==> config.mk <==
export PLATFORM = sky130hd
export DESIGN_NAME = rx_trigger_fifo
export DESIGN_NICKNAME = d
export VERILOG_FILES = /design/src/rtl/rx_fifo_pkg.sv /design/src/rtl/rx_fifo_ctrl.sv /design/src/rtl/rx_fifo_store.sv /design/src/rtl/rx_trigger_fifo.sv
export SDC_FILE = /design/constraint.sdc
export NUM_CORES = 1
export LEC_CHECK = 0
export BUFFER_PORTS_ARGS = -buffer_cell sky130_fd_sc_hd__buf_2
export CAP_MARGIN = 20
export CORE_ASPECT_RATIO = 1.1
export CORE_MARGIN = 1
export CORE_UTILIZATION = 57
export CTS_BUF_LIST = sky130_fd_sc_hd__clkbuf_8
export CTS_CLUSTER_DIAMETER = 60
export DETAILED_ROUTE_END_ITERATION = 16
export PLACE_DENSITY = 0.79
export SETUP_SLACK_MARGIN = 0.15
export SLEW_MARGIN = 20
export SYNTH_ARGS = -nofsm -noshare
export SYNTH_HDL_FRONTEND = slang
export SYNTH_SLANG_ARGS = --single-unit
==> constraint.sdc <==
create_clock -name clk -period 2.9 [get_ports clk]
set_input_delay 0.29 -clock clk [delete_from_list [all_inputs] [get_ports clk]]
set_output_delay 0.29 -clock clk [all_outputs]
set_load 0.05 [all_outputs]
==> src/rtl/rx_fifo_pkg.sv <==
package rx_fifo_pkg;
  localparam int unsigned WORD_W = 12;
  localparam int unsigned BREAK_BIT = 10;

  // Strobes from control to datapath
  typedef struct packed {
    logic wrEn;
    logic isBreak;
  } rxStrobe_t;
endpackage

==> src/rtl/rx_fifo_ctrl.sv <==
module rx_fifo_ctrl #(
  parameter int unsigned DEPTH = 16,
  parameter int unsigned TRIG_LEVEL = 1,
  localparam int unsigned PTR_W = $clog2(DEPTH),
  localparam int unsigned CNT_W = $clog2(DEPTH + 1)
) (
  input  logic clk,
  input  logic rstN,
  input  logic bufEnable,
  input  logic lineValid,
  input  logic lineBreak,
  input  logic dataRead,
  output logic lineReady,
  output rx_fifo_pkg::rxStrobe_t strobe,
  output logic [PTR_W-1:0] wrIdx,
  output logic [PTR_W-1:0] rdIdx,
  output logic emptyFlag,
  output logic fullFlag,
  output logic rxIrq
);
  localparam logic [CNT_W-1:0] DEPTH_C = CNT_W'(DEPTH);
  localparam logic [CNT_W-1:0] TRIG_C = CNT_W'(TRIG_LEVEL);

  logic [PTR_W-1:0] headQ;
  logic [CNT_W-1:0] countQ, countNext;
  logic emptyQ, fullQ, irqQ;
  logic pushReq, doPush, doPop;

  assign pushReq = lineValid | lineBreak;
  assign lineReady = bufEnable ? (countQ < DEPTH_C) : (countQ == '0);
  assign doPush = pushReq & lineReady;
  assign doPop = dataRead & (countQ != '0);
  assign countNext = countQ + CNT_W'(doPush) - CNT_W'(doPop);

  assign strobe.wrEn = doPush;
  assign strobe.isBreak = lineBreak;
  assign wrIdx = headQ + PTR_W'(countQ);
  assign rdIdx = headQ;

  always_ff @(posedge clk) begin
    if (!rstN) begin
      headQ <= '0;
      countQ <= '0;
      emptyQ <= 1'b1;
      fullQ <= 1'b0;
      irqQ <= 1'b0;
    end else begin
      countQ <= countNext;
      if (doPop) headQ <= headQ + 1'b1;
      if (doPush || dataRead) begin
        emptyQ <= (countNext == '0);
        fullQ <= (countNext == DEPTH_C);
      end
      if (doPush && !doPop && countNext == TRIG_C) irqQ <= 1'b1;
      else if (doPop && !doPush && countNext == TRIG_C - 1'b1) irqQ <= 1'b0;
    end
  end

  assign emptyFlag = emptyQ;
  assign fullFlag = fullQ;
  assign rxIrq = irqQ;


  no_overflow_chk: assert property (@(posedge clk) disable iff (!rstN)
    countQ <= DEPTH_C);

  single_depth_chk: assert property (@(posedge clk) disable iff (!rstN)
    !bufEnable && doPush |=> countQ == 5'd1 || countQ == CNT_W'(1));

  drop_keeps_count_chk: assert property (@(posedge clk) disable iff (!rstN)
    pushReq && !lineReady && !dataRead |=> $stable(countQ) && $stable(headQ));

  empty_track_chk: assert property (@(posedge clk) disable iff (!rstN)
    emptyQ == (countQ == '0));

  full_track_chk: assert property (@(posedge clk) disable iff (!rstN)
    fullQ == (countQ == DEPTH_C));

  irq_level_chk: assert property (@(posedge clk) disable iff (!rstN)
    irqQ == (countQ >= TRIG_C));

  empty_read_chk: assert property (@(posedge clk) disable iff (!rstN)
    dataRead && emptyQ && !pushReq |=> $stable(headQ) && emptyQ);
endmodule

==> src/rtl/rx_fifo_store.sv <==
module rx_fifo_store #(
  parameter int unsigned DEPTH = 16,
  parameter int unsigned WORD_W = rx_fifo_pkg::WORD_W,
  parameter int unsigned BREAK_BIT = rx_fifo_pkg::BREAK_BIT,
  localparam int unsigned PTR_W = $clog2(DEPTH)
) (
  input  logic clk,
  input  rx_fifo_pkg::rxStrobe_t strobe,
  input  logic [PTR_W-1:0] wrIdx,
  input  logic [PTR_W-1:0] rdIdx,
  input  logic [WORD_W-1:0] lineWord,
  output logic [WORD_W-1:0] dataOut
);
  localparam logic [WORD_W-1:0] BREAK_WORD = WORD_W'(1) << BREAK_BIT;

  logic [WORD_W-1:0] slots [DEPTH];
  logic [WORD_W-1:0] wrWord;

  assign wrWord = strobe.isBreak ? BREAK_WORD : lineWord;

  always_ff @(posedge clk) begin
    if (strobe.wrEn) slots[wrIdx] <= wrWord;
  end

  assign dataOut = slots[rdIdx];


  break_word_chk: assert property (@(posedge clk)
    strobe.wrEn && strobe.isBreak |=> slots[$past(wrIdx)] == BREAK_WORD);
endmodule

==> src/rtl/rx_trigger_fifo.sv <==
module rx_trigger_fifo #(
  parameter int unsigned DEPTH = 16,
  parameter int unsigned TRIG_LEVEL = 1,
  parameter int unsigned WORD_W = rx_fifo_pkg::WORD_W,
  localparam int unsigned PTR_W = $clog2(DEPTH)
) (
  input  logic clk,
  input  logic rstN,
  input  logic bufEnable,
  input  logic lineValid,
  input  logic [WORD_W-1:0] lineWord,
  input  logic lineBreak,
  output logic lineReady,
  input  logic dataRead,
  output logic [WORD_W-1:0] dataOut,
  output logic emptyFlag,
  output logic fullFlag,
  output logic rxIrq
);
  rx_fifo_pkg::rxStrobe_t strobe;
  logic [PTR_W-1:0] wrIdx, rdIdx;

  rx_fifo_ctrl #(.DEPTH(DEPTH), .TRIG_LEVEL(TRIG_LEVEL)) uCtrl (
    .clk(clk), .rstN(rstN), .bufEnable(bufEnable), .lineValid(lineValid),
    .lineBreak(lineBreak), .dataRead(dataRead), .lineReady(lineReady),
    .strobe(strobe), .wrIdx(wrIdx), .rdIdx(rdIdx), .emptyFlag(emptyFlag),
    .fullFlag(fullFlag), .rxIrq(rxIrq)
  );

  rx_fifo_store #(.DEPTH(DEPTH), .WORD_W(WORD_W)) uStore (
    .clk(clk), .strobe(strobe), .wrIdx(wrIdx), .rdIdx(rdIdx),
    .lineWord(lineWord), .dataOut(dataOut)
  );


  irq_fall_chk: assert property (@(posedge clk) disable iff (!rstN)
    $fell(rxIrq) |-> emptyFlag);
endmodule

==> results of run 1 <==
## logic make-up after synthesis
logic type,after synthesis,synth area share
DFF,208,0.7356
and+or+nand+nor,69,0.04174
muxes,60,0.1633
buffers and inverters,26,0.01497
AOI/OAI and AO/OA,15,0.01271
adders and majority gates,12,0.01996
xor gates and xnor gates,11,0.01165
## per-layer routing
| metal | global-route usage | vias to the layer above | part of all wire |
|---|---|---|---|
| li1 | - | 1863 | - |
| met1 | 0.3253 | 2259 | 0.39 |
| met2 | 0.4083 | 216 | 0.52 |
| met3 | 0.03910 | 44 | 0.067 |
| met4 | 0.09531 | 0 | 0.025 |
| met5 | 0 | - | 0 |
## registers in the layout (all words and copies together) (netlist names), named ones only
signal           flops
uCtrl.fullFlag       1
uCtrl.rdIdx          4
uStore.slots       192
uCtrl.emptyFlag      1
uCtrl.countQ         5
uCtrl.rxIrq          1
## power by group
group	internal, mW	switching (mW)
clock network	1.14	1.07
registers	3.66	0.117
logic	1.71	1.89
## worst min path at each step
stage,slack [ns],endpoint
after floorplan,0.42,uCtrl.countQ[0]$_SDFF_PN0_
after global placement,0.45,uCtrl.fullFlag$_SDFFE_PN0P_
after detailed placement,0.46,uCtrl.emptyFlag$_SDFFE_PN1P_
after CTS,0.11,uCtrl.fullFlag$_SDFFE_PN0P_
after global routing,0.12,uCtrl.fullFlag$_SDFFE_PN0P_
final,0.13,uCtrl.fullFlag$_SDFFE_PN0P_
## worst max-delay path, cell delays in order, from the launching register on
cell,delay [ns]
dfxtp_2,0.33
inv_2,0.07
ha_4,0.13
nor4b_4,0.20
nand2b_4,0.19
inv_4,0.04
ha_4,0.21
inv_4,0.05
ha_4,0.13
inv_2,0.03
fa_2,0.36
xnor2_2,0.15
nand2b_4,0.14
or4_4,0.49
or3_4,0.34
a21oi_2,0.11
## timing repair
| item | 4_1_cts | 5_1_grt |
|---|---|---|
| hold buffers | 1 | 0 |
| setup buffers | 10 | 2 |
| pin swaps | 8 | 2 |
| resized for setup | 39 | 20 |
| hold endpoints to repair | 1 | 0 |
| gates cloned | 2 | 1 |
| endpoints found under the setup margin | 13 | 15 |
## through the flow
step | total power [mW] | std cells | setup slack [ns] | cell area, um^2
5_1_grt | 9.938 | 726 | -0.2273 | 10000
3_3_place_gp | 6.595 | 653 | -0.1349 | 9037
6_report | 9.574 | 726 | -0.1523 | 10000
4_1_cts | 9.381 | 723 | -0.1885 | 9896
3_5_place_dp | 6.724 | 653 | -0.2373 | 9037
2_1_floorplan | 5.890 | 401 | -0.1196 | 8330
## Yosys cell counts, types with 3 or more instances
cell        n  area, um^2
edfxtp_1  192        5766
mux4_2     60        1351
nor2_1     26       97.59
dfxtp_1    16       320.3
nor2b_1    12       75.07
nand2_1    11       41.29
ha_1       10       125.1
inv_1      10       37.54
xnor2_1     7       61.31
a21oi_1     6       30.03
clkbuf_1    5       18.77
nor4_1      4       25.02
xor2_1      4       35.03
buf_1       3       11.26
buf_2       3       15.01
buf_6       3       33.78
nand2b_1    3       18.77
nand3_1     3       15.01
## final cells by class
type	count	area, um^2
Multi-Input combinational cell	167	2200
Fill cell	860	3963
Clock buffer	33	454.2
Tap cell	188	235.2
Clock inverter	24	125.1
Inverter	12	50.05
Timing Repair Buffer	94	843.3
Sequential cell	208	6093
==> metrics.cfg, run 1 <==
[logic_synthesis]
synth.yosys.seq_area_share=0.7356
async_reset_ff_frac=0
syn-num-nets=431
synth_cell_types=37
syn_inst=401
syn-cell-area_mm2=0.008273
synth_area_per_cell_um2=20.63
ys_ff_latch=208
synth-edff-count=192
yosysWarnings=0
synth_top_flop_cell=edfxtp_1

[run]
maxCapViolations=0

[pwr]
peakVddDrop_uv=874.8
power_density_mw_per_mm2=957.4
leakagePower_nw=3.420

[setup_path]
end_kind=flop
crit_path_end=uCtrl.fullFlag$_SDFFE_PN0P_
required_ns=3.39
rr_startpoint=uCtrl.countQ[2]$_SDFF_PN0_
arrival_ns=3.54
rr_worst_depth=15
worstSetupPathType=reg2reg
r2r_setup_slack_ns=-0.15
critical_path.max_fanout=2
reg2reg_to=uCtrl.fullFlag$_SDFFE_PN0P_
critPathLaunchType=flop
cp-startpoint=uCtrl.countQ[2]$_SDFF_PN0_

[die]
dieArea_mm2=0.01500
num_io_pins=34
fp.dieH_um=128.4
fp.coreArea_mm2=0.01396
initial_utilization=0.5925
die_x_um=116.9
rows=45

[global_routing]
grt_pass1_vias=4519
antenna_found_initial=0
track_usage=0.2441
grt_pass1_wl_um=25900
grt_start_max_net_pins=25
gr-total-overflow=0

[run_status]
violations=setup timing
outcome=finished with violations

[routing]
vias=4382
wire_per_inst_um=24.25
drc=0
first_iter_violations=371
drt_pass1_iterations=5
antenna_left=0
via_per_inst=6.036
wl_um=17610

[clock_network]
htreeDepth=1
clk_pin_slew_worst_paths_ns=0.07
insertion_delay_ns=0.56
cts_root_buffer=clkbuf_8
clk_path_buf_depth=3
cts_buffers=31
cts_tree=built
clock_sinks=208

[finish]
mostFrequentLayoutCells=edfxtp_1 (192), mux4_2 (60), buf_4 (51), clkbuf_8 (33), nor2_1 (26)
area_growth_pct=20.89
final_core_util=0.7162
layout_commonest_cell=edfxtp_1
diodes=0
fin_nets=544
drive_gt1_frac=0.4145

[sta]
skew_ns=0.01463
hold_viol_final=0
setup_viol=1
min_period_ns=3.052
worst_hold_slack_ns=0.1327
fin_ws_ns=-0.1523
fin_crit_sh=1.053
drv_slew=0
relSlewSlack=0.3055
max_freq_mhz=327.6
fin_setup_tns_ns=-0.1523
rsz0062_at_grt=true
worst_pin_slew_ns=1.040

[min_path]
min-delay-start=dataRead
hold_depth=4
hold_class=in2reg

[placement]
gp_congestion=0.8631
io_buffer_count=33
hpwl_um=10220

Power figures use the tool's default switching activity.
==> run 2, diff against run 1 <==
==> constraint.sdc (replaced) <==
create_clock -name clk -period 2.9 [get_ports clk]
set_input_delay 0.29 -clock clk [delete_from_list [all_inputs] [get_ports clk]]
set_output_delay 0.29 -clock clk [all_outputs]
set_load 0.01 [all_outputs]
==> metrics.cfg, run 2 (synthesized netlist as in run 1, its figures left out) <==
[run_status]
outcome=finished with violations
violations=setup timing

[clock_network]
cts_buffers=34
clk_pin_slew_worst_paths_ns=0.06
cts_tree=built
hold_buffers=0
htreeDepth=2
clock_sinks=208
clk_path_buf_depth=3
cts_root_buffer=clkbuf_8
insertion_delay_ns=0.49

[sta]
fin_crit_sh=1.051
min_period_ns=3.048
rsz0062_at_grt=true
fin_ws_ns=-0.1478
hold_viol_final=0
worst_hold_slack_ns=0.08378
setup_viol=1
worst_pin_slew_ns=1.104
max_freq_mhz=328.1
relSlewSlack=0.2624
drv_slew=0
fin_setup_tns_ns=-0.1478
skew_ns=0.01131

[die]
fp.dieH_um=128.4
num_io_pins=34
initial_utilization=0.5925
rows=45
dieArea_mm2=0.01500
fp.coreArea_mm2=0.01396
die_x_um=116.9

[routing]
antenna_left=0
vias=4262
via_per_inst=5.928
first_iter_violations=467
wl_um=16340
drc=0
drt_pass1_iterations=5
wire_per_inst_um=22.73

[finish]
diodes=0
final_core_util=0.7033
largest-register=uStore.slots
area_growth_pct=18.71
finish.instance_area_mm2=0.009821
layout_commonest_cell=edfxtp_1
largest_reg_flops=192
drive_gt1_frac=0.4181
fin_nets=543
mostFrequentLayoutCells=edfxtp_1 (192), mux4_2 (60), buf_4 (53), clkbuf_8 (36), buf_2 (33)

[setup_path]
worstSetupPathType=reg2reg
path_cells=inv_2, ha_4, nor4b_4, nand2b_4, inv_4, ha_4, inv_2, ha_4, inv_2, fa_2, xnor2_2, nand2b_4, or4_4, or3_4, a21oi_2
required_ns=3.32
cp-startpoint=uCtrl.countQ[3]$_SDFF_PN0_
end_kind=flop
arrival_ns=3.47
rr_startpoint=uCtrl.countQ[3]$_SDFF_PN0_
critPathLaunchType=flop
rr_worst_depth=15
cpMaxStageDelayCell=or4_4
critPathMaxStageDelay_ns=0.42
critical_path.max_fanout=2

[placement]
hpwl_um=10040
placed_area_mm2=0.009037
io_buffer_count=33
gp_congestion=0.8632
dp_slack_ns=-0.2402

[global_routing]
track_usage=0.2348
gr-total-overflow=0
grt_pass1_wl_um=24920
antenna_found_initial=0
grt_start_max_net_pins=25
grt_pass1_vias=4422

[run]
maxCapViolations=0

[pwr]
leakagePower_nw=3.349
power_density_mw_per_mm2=915.6
peakVddDrop_uv=882.5

[min_path]
hold_class=in2reg
min-delay-start=rstN
hold_depth=2

run 2: cell types whose count changed in the layout (fill, tap and decap cells not counted), sizes merged:
cell	delta
buf	-2
dlygate4sd3	-1
clkinv	-5
clkbuf	+2
inv	-1
run 2: per-layer routing:
layer / vias to the layer above / GRT usage / routed length [um]
met5: - / 0 / 0
met4: 0 / 0.08340 / 418
met3: 37 / 0.04381 / 889
met2: 156 / 0.3874 / 8337
met1: 2208 / 0.3175 / 6698
li1: 1861 / - / -
run 2: final timing paths:
| path | to | slack [ns] |
|---|---|---|
| hold / removal | uCtrl.countQ[0]$_SDFF_PN0_ | 0.08 |
| hold reg to reg | uCtrl.fullFlag$_SDFFE_PN0P_ | 0.50 |
| setup / recovery | uCtrl.fullFlag$_SDFFE_PN0P_ | -0.15 |
| setup reg to reg | uCtrl.fullFlag$_SDFFE_PN0P_ | -0.15 |
run 2: repair_timing:
item | in CTS | in global routing
buffers inserted | 4 | 8
setup endpoints to repair | 5 | 11
resized for setup | 15 | 8
pin swaps | 9 | 9
run 2: critical path, delay by kind of cell (launching register included):
| kind | cells | cell delay (ns) |
|---|---|---|
| AO/OA/AOI/OAI | 1 | 0.14 |
| XOR/XNOR | 1 | 0.16 |
| adder cells (fa/ha/maj) | 4 | 0.85 |
| buffers and inverters | 4 | 0.22 |
| flip-flops | 1 | 0.32 |
| AND/OR/NAND/NOR | 5 | 1.29 |
run 2: final cells by class:
class	count	area, um^2
inverter	12	47.55
sequential	208	6092
timing repair buffer	90	625.6
tap	188	235.2
multi-input combinational	167	2226
clock buffer	36	495.5
clock inverter	18	98.84
fill	890	4143
run 2: through the flow:
| step | power, mW | cells |
|---|---|---|
| floorplan | 5.527 | 401 |
| global placement | 6.237 | 653 |
| detailed placement | 6.346 | 653 |
| CTS | 8.821 | 711 |
| global route | 9.402 | 719 |
| finish | 8.992 | 719 |
run 2: power by group:
part,internal [mW],switching [mW]
sequential,3.66,0.127
clock,1.22,1.05
combinational,1.50,1.44
==> run 3, diff against run 2 <==
- RECOVER_POWER: unset -> 100
==> metrics.cfg, run 3 (synthesized netlist as in run 1, its figures left out) <==
[global_routing]
grt_start_max_net_pins=25
gr-total-overflow=0
grt_pass1_vias=4422
track_usage=0.2348
grt_pass1_wl_um=24920
antenna_found_initial=0

[finish]
mostFrequentLayoutCells=edfxtp_1 (192), mux4_2 (60), buf_4 (52), clkbuf_8 (36), buf_2 (29)
fin_nets=543
largest_reg_flops=192
layout_commonest_cell=edfxtp_1
drive_gt1_frac=0.4068
fin_cells=719
largest-register=uStore.slots
area_growth_pct=18.60
fillers=893
diodes=0

[run_status]
violations=setup timing
outcome=finished with violations

[routing]
first_iter_violations=476
vias=4261
drc=0
antenna_left=0
via_per_inst=5.926
wire_per_inst_um=22.66
wl_um=16290
drt_pass1_iterations=5

[run]
maxCapViolations=0

[setup_path]
critical_path.max_fanout=2
critPathBufInv=4
arrival_ns=3.46
end_kind=flop
critPathTopFamily=simple AND/OR/NAND/NOR gates
cpMaxStageDelayCell=or4_4
critPathMaxStageDelay_ns=0.42
r2r_setup_slack_ns=-0.15
path_cells=inv_2, ha_4, nor4b_4, nand2b_4, inv_4, ha_4, inv_2, ha_4, inv_2, fa_2, xnor2_2, nand2b_4, or4_4, or3_4, a21oi_2
cp-startpoint=uCtrl.countQ[3]$_SDFF_PN0_
rr_startpoint=uCtrl.countQ[3]$_SDFF_PN0_
reg2reg_to=uCtrl.fullFlag$_SDFFE_PN0P_
critPathLaunchType=flop
worstSetupPathType=reg2reg
required_ns=3.32
rr_worst_depth=15

[clock_network]
htreeDepth=2
clock_sinks=208
hold_buffers=0
cts_root_buffer=clkbuf_8
clk_path_buf_depth=3
cts_tree=built
insertion_delay_ns=0.49
cts_buffers=34
clk_pin_slew_worst_paths_ns=0.06

[placement]
placedCellCount=653
dp_slack_ns=-0.2402
gp_congestion=0.8632
hpwl_um=10040
io_buffer_count=33

[die]
fp.dieH_um=128.4
num_io_pins=34
die_x_um=116.9
initial_utilization=0.5925
rows=45
fp.coreArea_mm2=0.01396
dieArea_mm2=0.01500

[min_path]
min_to=uCtrl.countQ[0]$_SDFF_PN0_
min-delay-start=rstN
hold_class=in2reg
hold_depth=2

[sta]
rsz0062_at_grt=true
fin_ws_ns=-0.1482
drv_slew=0
fin_crit_sh=1.051
relSlewSlack=0.2403
setup_viol=1
min_period_ns=3.048
hold_viol_final=0
max_freq_mhz=328.1
worst_pin_slew_ns=1.137
skew_ns=0.01308

[pwr]
power_density_mw_per_mm2=914.8
peakVddDrop_uv=879.7
leakagePower_nw=3.331

-- run 3: changes by cell type in the layout (fill, tap and decap cells not counted), sizes merged --
cell,previous run,this run
buf,90,85
clkbuf,36,41
-- run 3: worst max-delay path by stage --
stage,cells after the start,endpoint
final,15,uCtrl.fullFlag$_SDFFE_PN0P_
after global routing,15,uCtrl.fullFlag$_SDFFE_PN0P_
after CTS,15,uCtrl.fullFlag$_SDFFE_PN0P_
after detailed placement,15,uCtrl.fullFlag$_SDFFE_PN0P_
after global placement,15,uCtrl.fullFlag$_SDFFE_PN0P_
after floorplan,15,uCtrl.fullFlag$_SDFFE_PN0P_
-- run 3: report_power, final --
group          internal (mW)  switching (mW)  total (mW)  leakage, nW
sequential              3.66           0.128        3.78         1.89
clock                   1.22            1.04        2.26        0.334
combinational           1.50            1.43        2.93         1.11
-- run 3: area by class of cell --
type,count,area (um^2),share of cell area
inverter,12,47.55,0.004846
timing repair buffer,90,616.8,0.06287
sequential,208,6092,0.6209
multi-input combinational,167,2226,0.2269
clock inverter,18,98.84,0.01007
tap,188,235.2,0.02397
clock buffer,36,495.5,0.05050
-- run 3: what timing repair did --
| action | in CTS | in global routing |
|---|---|---|
| setup endpoints to repair | 5 | 11 |
| setup buffers | 4 | 8 |
| resized for setup | 15 | 8 |
| pin swaps | 9 | 9 |
-- run 3: per-layer routing --
layer  vias up  part of all wire  track usage
met5         -                 0            0
met1      2225              0.40       0.3175
li1       1864                 -            -
met3        31             0.060      0.04381
met4         0             0.022      0.08340
met2       141              0.51       0.3874
-- run 3: stage by stage --
step	hold WS, ns	power (mW)	area (um^2)	TNS (ns)	util
floorplan	0.4173	5.527	8330	-0.1196	-
global placement	0.4510	6.237	9037	-0.1345	0.6472
detailed placement	0.4833	6.346	9037	-0.2402	0.6472
CTS	0.06773	8.821	9734	-0.1566	0.6971
global route	0.08886	9.399	9812	-0.2504	0.7027
finish	0.08336	8.976	9812	-0.1482	0.7027
-- run 3: worst register-to-register path: cells and delay by family (launching register included) --
family          cells  cell delay (ns)
compound gates      1             0.14
xor+xnor            1             0.16
fa+ha+maj           4             0.85
buf+inv             4             0.22
flops               1             0.32
simple gates        5             1.29
